==> config.mk <==
export PLATFORM = sky130hd
export DESIGN_NAME = dual_byte_fifo
export DESIGN_NICKNAME = d
export VERILOG_FILES = /design/src/rtl/dbf_pkg.sv /design/src/rtl/dbf_tx_fifo.sv /design/src/rtl/dbf_rx_fifo.sv /design/src/rtl/dbf_irq.sv /design/src/rtl/dual_byte_fifo.sv
export SDC_FILE = /design/constraint.sdc
export NUM_CORES = 1
export LEC_CHECK = 0
export BUFFER_PORTS_ARGS = -buffer_cell sky130_fd_sc_hd__buf_4
export CELL_PAD_IN_SITES_DETAIL_PLACEMENT = 1
export CELL_PAD_IN_SITES_GLOBAL_PLACEMENT = 2
export CORE_MARGIN = 2
export CORE_UTILIZATION = 47
export CTS_CLUSTER_DIAMETER = 200
export DETAILED_ROUTE_END_ITERATION = 10
export MAX_ROUTING_LAYER = met4
export PLACE_DENSITY_LB_ADDON = 0.1
export SLEW_MARGIN = 30
export SYNTH_ARGS = -nofsm -noshare
export SYNTH_HDL_FRONTEND = slang
export SYNTH_SLANG_ARGS = --single-unit
==> constraint.sdc <==
create_clock -name clk_i -period 8.67 [get_ports clk_i]
set_input_delay 0.867 -clock clk_i [delete_from_list [all_inputs] [get_ports clk_i]]
set_output_delay 0.867 -clock clk_i [all_outputs]
set_load 0.01 [all_outputs]
==> src/rtl/dbf_pkg.sv <==
package dbf_pkg;
  localparam int unsigned LANES  = 4;
  localparam int unsigned WORD_W = 8 * LANES;
  localparam int unsigned IRQ_N  = 5;

  localparam int unsigned IRQ_WTHR = 0;
  localparam int unsigned IRQ_RTHR = 1;
  localparam int unsigned IRQ_OVF  = 2;
  localparam int unsigned IRQ_UDF  = 3;
  localparam int unsigned IRQ_IACC = 4;

  typedef logic [IRQ_N-1:0] irq_vec_t;
endpackage

==> src/rtl/dbf_tx_fifo.sv <==
module dbf_tx_fifo
  import dbf_pkg::*;
#(
  parameter int unsigned DEPTH_WORDS = 8,
  localparam int unsigned DEPTH_B = DEPTH_WORDS * LANES,
  localparam int unsigned CNT_W   = $clog2(DEPTH_B + 1)
) (
  input  logic              clk_i,
  input  logic              rst_ni,
  input  logic              clr_i,
  input  logic              push_i,
  input  logic [WORD_W-1:0] push_data_i,
  input  logic              pop_i,
  output logic [7:0]        byte_o,
  output logic [CNT_W-1:0]  used_o,
  output logic [CNT_W-1:0]  free_o,
  output logic              ovf_o
);
  localparam int unsigned PTR_W  = $clog2(DEPTH_B);
  localparam int unsigned WPTR_W = PTR_W - 2;

  logic [7:0]        mem_q [DEPTH_B];
  logic [WPTR_W-1:0] wr_q;
  logic [PTR_W-1:0]  rd_q;
  logic [CNT_W-1:0]  cnt_q;
  logic              push_ok, pop_ok;

  assign free_o  = CNT_W'(DEPTH_B) - cnt_q;
  assign used_o  = cnt_q;
  assign push_ok = push_i && (free_o >= CNT_W'(LANES));
  assign pop_ok  = pop_i && (cnt_q != '0);
  assign ovf_o   = push_i && !push_ok;
  assign byte_o  = mem_q[rd_q];

  always_ff @(posedge clk_i) begin
    if (push_ok) begin
      for (int b = 0; b < LANES; b++) mem_q[{wr_q, 2'(b)}] <= push_data_i[8*b +: 8];
    end
  end

  always_ff @(posedge clk_i or negedge rst_ni) begin
    if (!rst_ni) begin
      wr_q  <= '0;
      rd_q  <= '0;
      cnt_q <= '0;
    end else if (clr_i) begin
      wr_q  <= '0;
      rd_q  <= '0;
      cnt_q <= '0;
    end else begin
      wr_q  <= wr_q + WPTR_W'(push_ok);
      rd_q  <= rd_q + PTR_W'(pop_ok);
      cnt_q <= cnt_q + (push_ok ? CNT_W'(LANES) : '0) - CNT_W'(pop_ok);
    end
  end

  AST_TX_PUSH_GROWS: assert property (@(posedge clk_i) disable iff (!rst_ni)
    (!clr_i && push_i && free_o >= CNT_W'(LANES) && !pop_i) |=> used_o == $past(used_o) + CNT_W'(LANES));
  AST_TX_OVF_HOLDS: assert property (@(posedge clk_i) disable iff (!rst_ni)
    (!clr_i && push_i && free_o < CNT_W'(LANES) && !pop_i) |=> $stable(used_o));
  AST_TX_EMPTY_POP: assert property (@(posedge clk_i) disable iff (!rst_ni)
    (!clr_i && pop_i && used_o == '0 && !push_i) |=> used_o == '0);
  AST_TX_BOUND: assert property (@(posedge clk_i) disable iff (!rst_ni)
    used_o <= CNT_W'(DEPTH_B));
endmodule

==> src/rtl/dbf_rx_fifo.sv <==
module dbf_rx_fifo
  import dbf_pkg::*;
#(
  parameter int unsigned DEPTH_WORDS = 8,
  localparam int unsigned DEPTH_B = DEPTH_WORDS * LANES,
  localparam int unsigned CNT_W   = $clog2(DEPTH_B + 1)
) (
  input  logic              clk_i,
  input  logic              rst_ni,
  input  logic              clr_i,
  input  logic              wr_i,
  input  logic [7:0]        wr_byte_i,
  output logic              ready_o,
  input  logic              pop_i,
  output logic [WORD_W-1:0] word_o,
  output logic [CNT_W-1:0]  used_o,
  output logic [CNT_W-1:0]  free_o,
  output logic              udf_o
);
  localparam int unsigned PTR_W  = $clog2(DEPTH_B);
  localparam int unsigned WPTR_W = PTR_W - 2;

  logic [7:0]        mem_q [DEPTH_B];
  logic [PTR_W-1:0]  wr_q;
  logic [WPTR_W-1:0] rd_q;
  logic [CNT_W-1:0]  cnt_q, take_w;
  logic              pop_ok, partial, wr_ok;

  assign used_o  = cnt_q;
  assign free_o  = CNT_W'(DEPTH_B) - cnt_q;
  assign pop_ok  = pop_i && (cnt_q != '0);
  assign partial = pop_ok && (cnt_q < CNT_W'(LANES));
  // a partial pop realigns the write side, so hold the engine off for that cycle
  assign ready_o = (cnt_q != CNT_W'(DEPTH_B)) && !partial;
  assign wr_ok   = wr_i && ready_o;
  assign udf_o   = pop_i && (cnt_q == '0);
  assign take_w  = partial ? cnt_q : CNT_W'(LANES);

  for (genvar g = 0; g < LANES; g++) begin : g_lane
    assign word_o[8*g +: 8] = mem_q[{rd_q, 2'(g)}];
  end

  always_ff @(posedge clk_i) begin
    if (wr_ok) mem_q[wr_q] <= wr_byte_i;
  end

  always_ff @(posedge clk_i or negedge rst_ni) begin
    if (!rst_ni) begin
      wr_q  <= '0;
      rd_q  <= '0;
      cnt_q <= '0;
    end else if (clr_i) begin
      wr_q  <= '0;
      rd_q  <= '0;
      cnt_q <= '0;
    end else begin
      wr_q  <= partial ? {rd_q + WPTR_W'(1), 2'b00} : wr_q + PTR_W'(wr_ok);
      rd_q  <= rd_q + WPTR_W'(pop_ok);
      cnt_q <= cnt_q + CNT_W'(wr_ok) - (pop_ok ? take_w : '0);
    end
  end

  AST_RX_WR_ONE: assert property (@(posedge clk_i) disable iff (!rst_ni)
    (!clr_i && wr_i && ready_o && !pop_i) |=> used_o == $past(used_o) + CNT_W'(1));
  AST_RX_PARTIAL_EMPTIES: assert property (@(posedge clk_i) disable iff (!rst_ni)
    (!clr_i && pop_i && used_o != '0 && used_o < CNT_W'(LANES)) |=> used_o == '0);
  AST_RX_UDF_HOLDS: assert property (@(posedge clk_i) disable iff (!rst_ni)
    (!clr_i && pop_i && used_o == '0 && !wr_i) |=> used_o == '0);
  AST_RX_FULL_BLOCKS: assert property (@(posedge clk_i) disable iff (!rst_ni)
    (!clr_i && used_o == CNT_W'(DEPTH_B) && !pop_i) |=> used_o == CNT_W'(DEPTH_B));
endmodule

==> src/rtl/dbf_irq.sv <==
module dbf_irq
  import dbf_pkg::*;
(
  input  logic     clk_i,
  input  logic     rst_ni,
  input  irq_vec_t set_i,
  input  irq_vec_t clr_i,
  input  irq_vec_t en_i,
  output irq_vec_t status_o,
  output logic     irq_o
);
  irq_vec_t status_q;

  always_ff @(posedge clk_i or negedge rst_ni) begin
    if (!rst_ni) status_q <= '0;
    else         status_q <= (status_q & ~clr_i) | set_i;
  end

  assign status_o = status_q;
  assign irq_o    = |(status_q & en_i);

  for (genvar g = 0; g < IRQ_N; g++) begin : g_chk
    AST_IRQ_STICKY: assert property (@(posedge clk_i) disable iff (!rst_ni)
      (status_q[g] && !clr_i[g]) |=> status_q[g]);
    AST_IRQ_SET_WINS: assert property (@(posedge clk_i) disable iff (!rst_ni)
      set_i[g] |=> status_q[g]);
    AST_IRQ_CLEARS: assert property (@(posedge clk_i) disable iff (!rst_ni)
      (clr_i[g] && !set_i[g]) |=> !status_q[g]);
  end
endmodule

==> src/rtl/dual_byte_fifo.sv <==
module dual_byte_fifo
  import dbf_pkg::*;
#(
  parameter int unsigned DEPTH_WORDS = 8,
  localparam int unsigned CNT_W = $clog2(DEPTH_WORDS * LANES + 1)
) (
  input  logic              clk_i,
  input  logic              rst_ni,
  input  logic              fifo_rst_n_i,
  input  logic              pop_on_wr_i,
  input  logic [CNT_W-1:0]  wthr_i,
  input  logic [CNT_W-1:0]  rthr_i,
  input  logic              push_i,
  input  logic [WORD_W-1:0] push_data_i,
  input  logic              pop_rd_i,
  input  logic              pop_wr_i,
  output logic [WORD_W-1:0] pop_data_o,
  output logic [7:0]        tx_byte_o,
  output logic              tx_valid_o,
  input  logic              tx_ready_i,
  input  logic [7:0]        rx_byte_i,
  input  logic              rx_valid_i,
  output logic              rx_ready_o,
  output logic [CNT_W-1:0]  tx_used_o,
  output logic [CNT_W-1:0]  tx_free_o,
  output logic [CNT_W-1:0]  rx_used_o,
  output logic [CNT_W-1:0]  rx_free_o,
  input  logic [IRQ_N-1:0]  irq_en_i,
  input  logic [IRQ_N-1:0]  irq_clr_i,
  output logic [IRQ_N-1:0]  irq_status_o,
  output logic              irq_o
);
  logic     run, pop_req, rx_rdy, ovf, udf;
  irq_vec_t set_w;

  assign run     = fifo_rst_n_i;
  assign pop_req = run && (pop_on_wr_i ? pop_wr_i : pop_rd_i);

  dbf_tx_fifo #(.DEPTH_WORDS(DEPTH_WORDS)) u_tx (
    .clk_i, .rst_ni,
    .clr_i       (!run),
    .push_i      (push_i && run),
    .push_data_i,
    .pop_i       (tx_ready_i && run),
    .byte_o      (tx_byte_o),
    .used_o      (tx_used_o),
    .free_o      (tx_free_o),
    .ovf_o       (ovf)
  );

  dbf_rx_fifo #(.DEPTH_WORDS(DEPTH_WORDS)) u_rx (
    .clk_i, .rst_ni,
    .clr_i     (!run),
    .wr_i      (rx_valid_i && run),
    .wr_byte_i (rx_byte_i),
    .ready_o   (rx_rdy),
    .pop_i     (pop_req),
    .word_o    (pop_data_o),
    .used_o    (rx_used_o),
    .free_o    (rx_free_o),
    .udf_o     (udf)
  );

  assign tx_valid_o = run && (tx_used_o != '0);
  assign rx_ready_o = run && rx_rdy;

  always_comb begin
    set_w           = '0;
    set_w[IRQ_WTHR] = (wthr_i != '0) && (tx_free_o >= wthr_i);
    set_w[IRQ_RTHR] = (rthr_i != '0) && (rx_used_o >= rthr_i);
    set_w[IRQ_OVF]  = ovf;
    set_w[IRQ_UDF]  = udf;
    set_w[IRQ_IACC] = ovf || udf;
  end

  dbf_irq u_irq (
    .clk_i, .rst_ni,
    .set_i    (set_w),
    .clr_i    (irq_clr_i),
    .en_i     (irq_en_i),
    .status_o (irq_status_o),
    .irq_o
  );

  AST_SOFT_RST_EMPTY: assert property (@(posedge clk_i) disable iff (!rst_ni)
    !fifo_rst_n_i |=> (tx_used_o == '0 && rx_used_o == '0));
  AST_POP_RD_IGNORED: assert property (@(posedge clk_i) disable iff (!rst_ni)
    (pop_on_wr_i && pop_rd_i && !pop_wr_i && !rx_valid_i) |=> $stable(rx_used_o));
  AST_POP_WR_IGNORED: assert property (@(posedge clk_i) disable iff (!rst_ni)
    (!pop_on_wr_i && pop_wr_i && !pop_rd_i && !rx_valid_i) |=> $stable(rx_used_o));
  AST_ZERO_THR_QUIET: assert property (@(posedge clk_i) disable iff (!rst_ni)
    (wthr_i == '0 && rthr_i == '0 && irq_clr_i[IRQ_WTHR] && irq_clr_i[IRQ_RTHR])
      |=> (!irq_status_o[IRQ_WTHR] && !irq_status_o[IRQ_RTHR]));
endmodule

==> results.toml, run 1 <==
[die]
initial_core_util_pct = 47.7
io_pins = 143
dieArea_mm2 = 0.0491
die_y_um = 222
core_mm2 = 0.0467
die_w_um = 222
rows = 79

[synth]
syn_avg_cell_area_um2 = 19.2
synth_simple_gate_area_share_pct = 3.77
synth.yosys.seq_area_share_pct = 72.8
synth_xor_area_share_pct = 0.866
syn_inst = 1159
synth.area.mux_share_pct = 14.3
synth_adder_area_share_pct = 2.59
syn_nets = 1274
synth_area_mm2 = 0.0223
ys_types = 58
synth_edf_count = 512
synth_top_family_by_area = "multiplexers"
ys_seq_elements = 545
ys.flop_type = "edfxtp_1"
yosysWarnings = 0
synth-compound-area-share_pct = 3.70
async_flop_share_pct = 6.06

[worst_setup_path]
critPathSlowestCell = "dfrtp_4"
worst-path-buf-inv = 2
crit_type = "register to output port"
path_cells = "buf_4 > mux4_2 > a22oi_1 > nand4_1 > buf_4"
required_ps = 7800
crit_fanout = 50
critPathMaxStageDelay_ps = 960
rrSetupSlack_ps = 5330
crit_cells = 5
crit_path_start_kind = "register"
ff2ff_path_depth = 15
critical_path.endpoint_type = "output port"
path_common_cell = "buf_4"
cp_data_arrival_time_ps = 3450
critPathTopFamily = "buffers and inverters"

[clock_network]
clockBufferDepth = 3
htreeDepth = 2
cts_sinks = 545
clkLatencyLatePin_ps = 590
clk_pin_slew_worst_paths_ps = 70
post_cts_buffers = 0
ctsRootBufferMaster = "clkbuf_16"
cts.hold.buffers_added = 0
cts_made_buffers = 54
cts_resized = 0
cts_tree = "done"

[global_route]
grtUsageMet3_pct = 2.86
grt_pass1_vias = 12280
track_usage_pct = 21.3
grt_pass1_wl_um = 76400
top_usage_layer = "met2"
grt_util_met2_pct = 37.5
use_met1_pct = 26.1
grt_start_max_net_pins = 52
overflow = 0
antenna_found_initial = 0

[placed_design]
place_congestion = 0.736
dp_hpwl_um = 30500
dp_slack_ps = 4900
dpl_cell_area_mm2 = 0.0242
port_buffers = 142

[timing]
max_freq_mhz = 232
tightest_slew_ps = 1040
rsz0062_at_grt = "false"
min_period_ps = 4320
hold-worst-slack_ps = 237
period_share_pct = 49.8
hold_viol_final = 0
setup_viol = 0
slew_violations = 0
setup_ws_ps = 4350
fin_setup_tns_ps = 0
finalClockSkew_ps = 12.3
max-slew-margin-rel_pct = 30.4

[detailed_routing]
ant_nets = 0
drt_pass1_iterations = 8
num_vias = 11288
drt_iter0_drc = 672
drt_wl_total_um = 49900
drc = 6
wl_per_cell_um = 25.1
vias_per_cell = 5.69

[job]
maxCapViolCount = 0

[layout]
stdcell_area_mm2 = 0.0260
antennaDiodeCount = 0
layout_common_cells = "edfxtp_1 (512), buf_4 (175), mux4_2 (96)"
final_util_pct = 55.6
final_common_cell = "edfxtp_1"
fin_nets = 1449
drive_above_1_share_pct = 30.6
area_growth_syn_to_layout_pct = 16.6

[power]
power_switching_uw = 1760
power_density_mw_per_mm2 = 258
clkPwrFrac_pct = 34.9
p_int_uw = 4940
p_seq_share_pct = 46.1
ir_drop_mv = 0.180
leakage_uw = 0.00856
comb_power_share_pct = 19.0
switching_share_pct = 26.2

[min_path]
hold_path.class = "input port to asynchronous set/reset pin"

[run_status]
violations = "design-rule violations"
status = "complete, but fails checks"
==> per-stage QoR <==
stage	power (uW)	cells
finish	6700	1985
global placement	4410	1885
CTS	6780	1985
detailed placement	4440	1885
floorplan	3930	1159
global route	6980	1985
==> sequential cells by signal, indices dropped and copies added, names as in the netlist <==
signal          flops
u_tx.used_o         6
u_rx.used_o         6
u_rx.wr_q           5
u_irq.status_o      5
u_rx.rd_q           3
u_tx.rd_q           5
u_rx.mem_q        256
u_tx.wr_q           3
u_tx.mem_q        256
==> cells in the mapped netlist (all sizes together), types with 2 or more instances <==
| library cell | n | share of area [%] |
|---|---|---|
| nor3b | 2 | 0.12 |
| nor2 | 36 | 0.61 |
| edfxtp | 512 | 69 |
| inv | 36 | 0.61 |
| mux4 | 96 | 9.7 |
| a22oi | 49 | 1.7 |
| nor2b | 5 | 0.14 |
| nand2b | 10 | 0.28 |
| a21o | 5 | 0.17 |
| ha | 42 | 2.4 |
| or2 | 2 | 0.056 |
| a2111oi | 6 | 0.46 |
| xor2 | 6 | 0.24 |
| a211oi | 6 | 0.20 |
| o2111ai | 3 | 0.20 |
| and3 | 4 | 0.11 |
| buf | 41 | 1.1 |
| or3 | 3 | 0.084 |
| a21oi | 10 | 0.22 |
| xnor2 | 16 | 0.63 |
| nand2 | 15 | 0.26 |
| dfrtp | 33 | 3.7 |
| nand4 | 11 | 0.31 |
| a31o | 2 | 0.079 |
| and2 | 14 | 0.39 |
| a32o | 2 | 0.096 |
| nand3 | 25 | 0.56 |
| fa | 2 | 0.18 |
| mux2 | 32 | 1.6 |
| nor3 | 15 | 0.34 |
| nor4 | 10 | 0.28 |
| mux2i | 66 | 3.0 |
| clkbuf | 16 | 0.27 |
| a31oi | 2 | 0.056 |
| o21ai | 10 | 0.22 |
==> power groups by stage <==
| stage | Combinational (uW) | Sequential [uW] | Clock (uW) |
|---|---|---|---|
| 3_5_place_dp | 1300 | 3150 | 0 |
| 2_1_floorplan | 835 | 3100 | 0 |
| 6_report | 1270 | 3090 | 2340 |
| 3_3_place_gp | 1270 | 3140 | 0 |
| 4_1_cts | 1300 | 3090 | 2390 |
| 5_1_grt | 1400 | 3100 | 2480 |
==> kinds of logic after synthesis <==
logic type,after synthesis
flops,545
buf+inv,93
simple gates,156
compound gates,104
xor+xnor,22
mux,194
fa+ha+maj,45
==> area by class of cell <==
cell class / instances / area [um2]
clock buffer: 67 / 1420
clock inverter: 33 / 345
fill: 4187 / 20700
inverter: 36 / 135
multi-input combinational: 521 / 5770
sequential: 545 / 16200
tap: 607 / 759
timing repair buffer: 176 / 1330
==> worst paths after layout <==
check / start / to
max: u_tx.rd_q[1] / tx_byte_o[3]
min: rst_ni / u_rx.wr_q[1]
max reg2reg: u_rx.used_o[0] / u_rx.used_o[4]
min reg2reg: u_irq.status_o[2] / u_irq.status_o[2]
max in group asynchronous: rst_ni / u_rx.rd_q[0]
min in group clk_i: irq_clr_i[3] / u_irq.status_o[3]
==> metal layers <==
metal | wire length (um) | part of all wire [%]
met5 | 0 | 0
met4 | 984 | 2.0
met3 | 1520 | 3.1
met2 | 26800 | 54
met1 | 20600 | 41
No activity file was read; power rests on OpenSTA's default activity.
==> run 2, diff against run 1 <==
--- a/config.mk
+++ b/config.mk
@@ -5,11 +5,12 @@
 export SDC_FILE = /design/constraint.sdc
 export NUM_CORES = 1
 export LEC_CHECK = 0
+export ABC_AREA = 1
 export BUFFER_PORTS_ARGS = -buffer_cell sky130_fd_sc_hd__buf_4
 export CELL_PAD_IN_SITES_DETAIL_PLACEMENT = 1
 export CELL_PAD_IN_SITES_GLOBAL_PLACEMENT = 2
 export CORE_MARGIN = 2
-export CORE_UTILIZATION = 47
+export CORE_UTILIZATION = 37
 export CTS_CLUSTER_DIAMETER = 200
 export DETAILED_ROUTE_END_ITERATION = 10
 export MAX_ROUTING_LAYER = met4
==> constraint.sdc (replaced) <==
create_clock -name clk_i -period 3.9 [get_ports clk_i]
set_input_delay 0.39 -clock clk_i [delete_from_list [all_inputs] [get_ports clk_i]]
set_output_delay 0.39 -clock clk_i [all_outputs]
set_load 0.01 [all_outputs]
==> run 2 against run 1 <==
  * The flow now finishes without violations
  * Core utilization fell by 12 points
  * Sequential cell count did not move
  * Combinational power rose to 2.6 times the previous value
  * Sequential power rose by 120%
  * Largest cell class unchanged
  * First-iteration DRC count rose by 10%
  * Final cell count rose by 49%
  * Largest power group unchanged
  * Sequential share of layout area fell by 2.2 points
  * Critical endpoint is now pop_data_o[31]
  * Register-to-register slack got worse by 4400 ps
  * Clock skew rose by 7.2 ps
==> results.toml, run 2 <==
[global_route]
antenna_found_initial = 3
grt_start_max_net_pins = 130
overflow = 0
track_usage_pct = 20.1
grt_pass1_vias = 15830
grt_pass1_wl_um = 94800

[power]
p_int_uw = 11100
power_switching_uw = 4540
p_seq_share_pct = 43.2
switching_share_pct = 29.0
clkPwrFrac_pct = 35.5
ir_drop_mv = 0.370
comb_power_share_pct = 21.3
power_density_mw_per_mm2 = 582
leakage_uw = 0.0101

[timing]
hold_viol_final = 0
period_share_pct = 88.2
rsz0062_at_grt = "false"
finalClockSkew_ps = 19.6
setup_viol = 0
fin_setup_tns_ps = 0
slew_violations = 0
max_freq_mhz = 291
min_period_ps = 3440
hold-worst-slack_ps = 37.3
tightest_slew_ps = 853
max-slew-margin-rel_pct = 43.1

[worst_setup_path]
cp_data_arrival_time_ps = 3050
rrSetupSlack_ps = 950
critical_path.endpoint_type = "output port"
r2r-end = "u_rx.used_o[5]"
ff2ff_path_depth = 15
crit_path_start_kind = "register"
required_ps = 3510
crit_fanout = 65
rr_startpoint = "u_rx.used_o[1]"
crit_type = "register to output port"

[detailed_routing]
ant_nets = 0
drt_wl_total_um = 61700
drc = 0
vias_per_cell = 5.04
num_vias = 14941
wl_per_cell_um = 20.8
drt_pass1_iterations = 5
drt_iter0_drc = 740

[die]
die_y_um = 253
core_mm2 = 0.0614
die_w_um = 253
rows = 91
dieArea_mm2 = 0.0638
initial_core_util_pct = 37.3
io_pins = 143

[layout]
final_common_cell = "edfxtp_1"
area_growth_syn_to_layout_pct = 17.7
fin_nets = 2244
drive_above_1_share_pct = 12.6
layout_common_cells = "edfxtp_1 (512), nand2_1 (423), nor2_1 (286)"
stdcell_count = 2967
reg_top3 = "u_rx.mem_q (256), u_tx.mem_q (256)"

[synth]
async_flop_share_pct = 6.06
synth_top_cell_by_area = "edfxtp_1"
syn_nets = 2098
ys_seq_elements = 545
synth_area_mm2 = 0.0229
synth_top_area_share_pct = 67.3
synthTopCellsByCount = "edfxtp_1 (512), nand2_1 (423), nor2_1 (294)"
synth_area_leaders = "edfxtp_1 (67%), nand2_1 (6.9%), nor2_1 (4.8%), nand3_1 (4.7%), dfrtp_1 (3.6%)"
ys_types = 32
yosysWarnings = 0
ys.flop_type = "edfxtp_1"
syn_avg_cell_area_um2 = 11.5
syn_inst = 1983
synth_most_common_cell = "edfxtp_1"
synth.yosys.seq_area_share_pct = 70.9
synth_edf_count = 512

[clock_network]
clk_pin_slew_worst_paths_ps = 60
ctsRootBufferMaster = "clkbuf_16"
cts_sinks = 545
clkLatencyLatePin_ps = 630
cts_made_buffers = 60
htreeDepth = 2
cts_tree = "done"
clockBufferDepth = 3
post_cts_buffers = 0

[placed_design]
port_buffers = 142
dp_cells = 2832
dp_hpwl_um = 36500
place_congestion = 0.761

[min_path]
hold_path.class = "input port to register"
min_to = "u_tx.mem_q[20][7]"
worstHoldStart = "push_data_i[7]"
hold_depth = 1

[run_status]
status = "finished clean"

[job]
maxCapViolCount = 0
-- run 2: cell types whose count changed after synthesis, moves of 33 or more --
cell | previous run | this run
a22oi_1 | 49 | 0
buf_2 | 15 | 48
inv_1 | 35 | 82
mux2i_1 | 66 | 0
mux4_2 | 96 | 0
nand2_1 | 14 | 423
nand3_1 | 25 | 213
nor2_1 | 36 | 294
o21ai_0 | 10 | 146
-- run 2: through the flow --
| stage | power, uW | utilization, % | worst slack (ps) | area [um2] |
|---|---|---|---|---|
| detailed placement | 10300 | 40.3 | 920 | 24700 |
| floorplan | 8890 | - | 834 | 22900 |
| CTS | 15900 | 43.8 | 427 | 26900 |
| global placement | 10200 | 40.3 | 959 | 24700 |
| global route | 16500 | 43.9 | 321 | 26900 |
| finish | 15700 | 43.9 | 458 | 26900 |
-- run 2: power by group through the flow --
stage	combinational [uW]	sequential, uW	clock (uW)
after CTS	3430	6780	5720
after global routing	3780	6800	5900
after floorplan	2020	6870	0
after global placement	3350	6890	0
after detailed placement	3400	6900	0
final	3330	6780	5560
-- run 2: worst max-delay path, stage by stage, from the launching register on --
cell and delay [ps]:
dfrtp_4 600, clkinv_2 450, buf_12 340, o21ai_0 120, o22ai_1 160, nor2_1 60, a31oi_1 450, buf_4 220
-- run 2: logic make-up after synthesis --
logic type                 Yosys count  synth area share (%)
AOI/OAI and AO/OA                  237                  5.65
xor gates and xnor gates            12                 0.460
and+or+nand+nor                    949                  17.0
DFF                                545                  70.9
adders and majority gates           44                  2.47
buffers and inverters              196                  3.56
-- run 2: area by class of cell --
cell class                 count  area [um2]
antenna                        3        7.51
tap                          790         988
clock buffer                  74        1580
clock inverter                33         333
timing repair buffer         193        1560
fill                        6507       34500
multi-input combinational   1242        5910
sequential                   545       16200
inverter                      87         329
-- run 2: how the worst max path moves through the flow --
stage / to / slack, ps / cells past startpoint / startpoint
after floorplan: u_tx.mem_q[0][0] / 830 / 7 / u_tx.used_o[0]
after global placement: u_rx.used_o[4] / 960 / 14 / u_rx.used_o[0]
after detailed placement: u_rx.mem_q[6][1] / 920 / 10 / u_rx.used_o[0]
after CTS: pop_data_o[26] / 430 / 7 / u_rx.rd_q[0]
after global routing: pop_data_o[28] / 320 / 7 / u_rx.rd_q[0]
final: pop_data_o[31] / 460 / 7 / u_rx.rd_q[0]
-- run 2: timing repair --
item                                   CTS  global route
resized for setup                        0             0
endpoints found under the hold margin  190             0
hold buffers                            25             0
-- run 2: routing by layer --
metal	wire, um	up-vias	global-route usage (%)
li1	-	7211	-
met1	27300	7454	25.2
met2	31300	202	34.6
met3	2030	74	2.80
met4	1030	0	4.72
met5	0	-	-
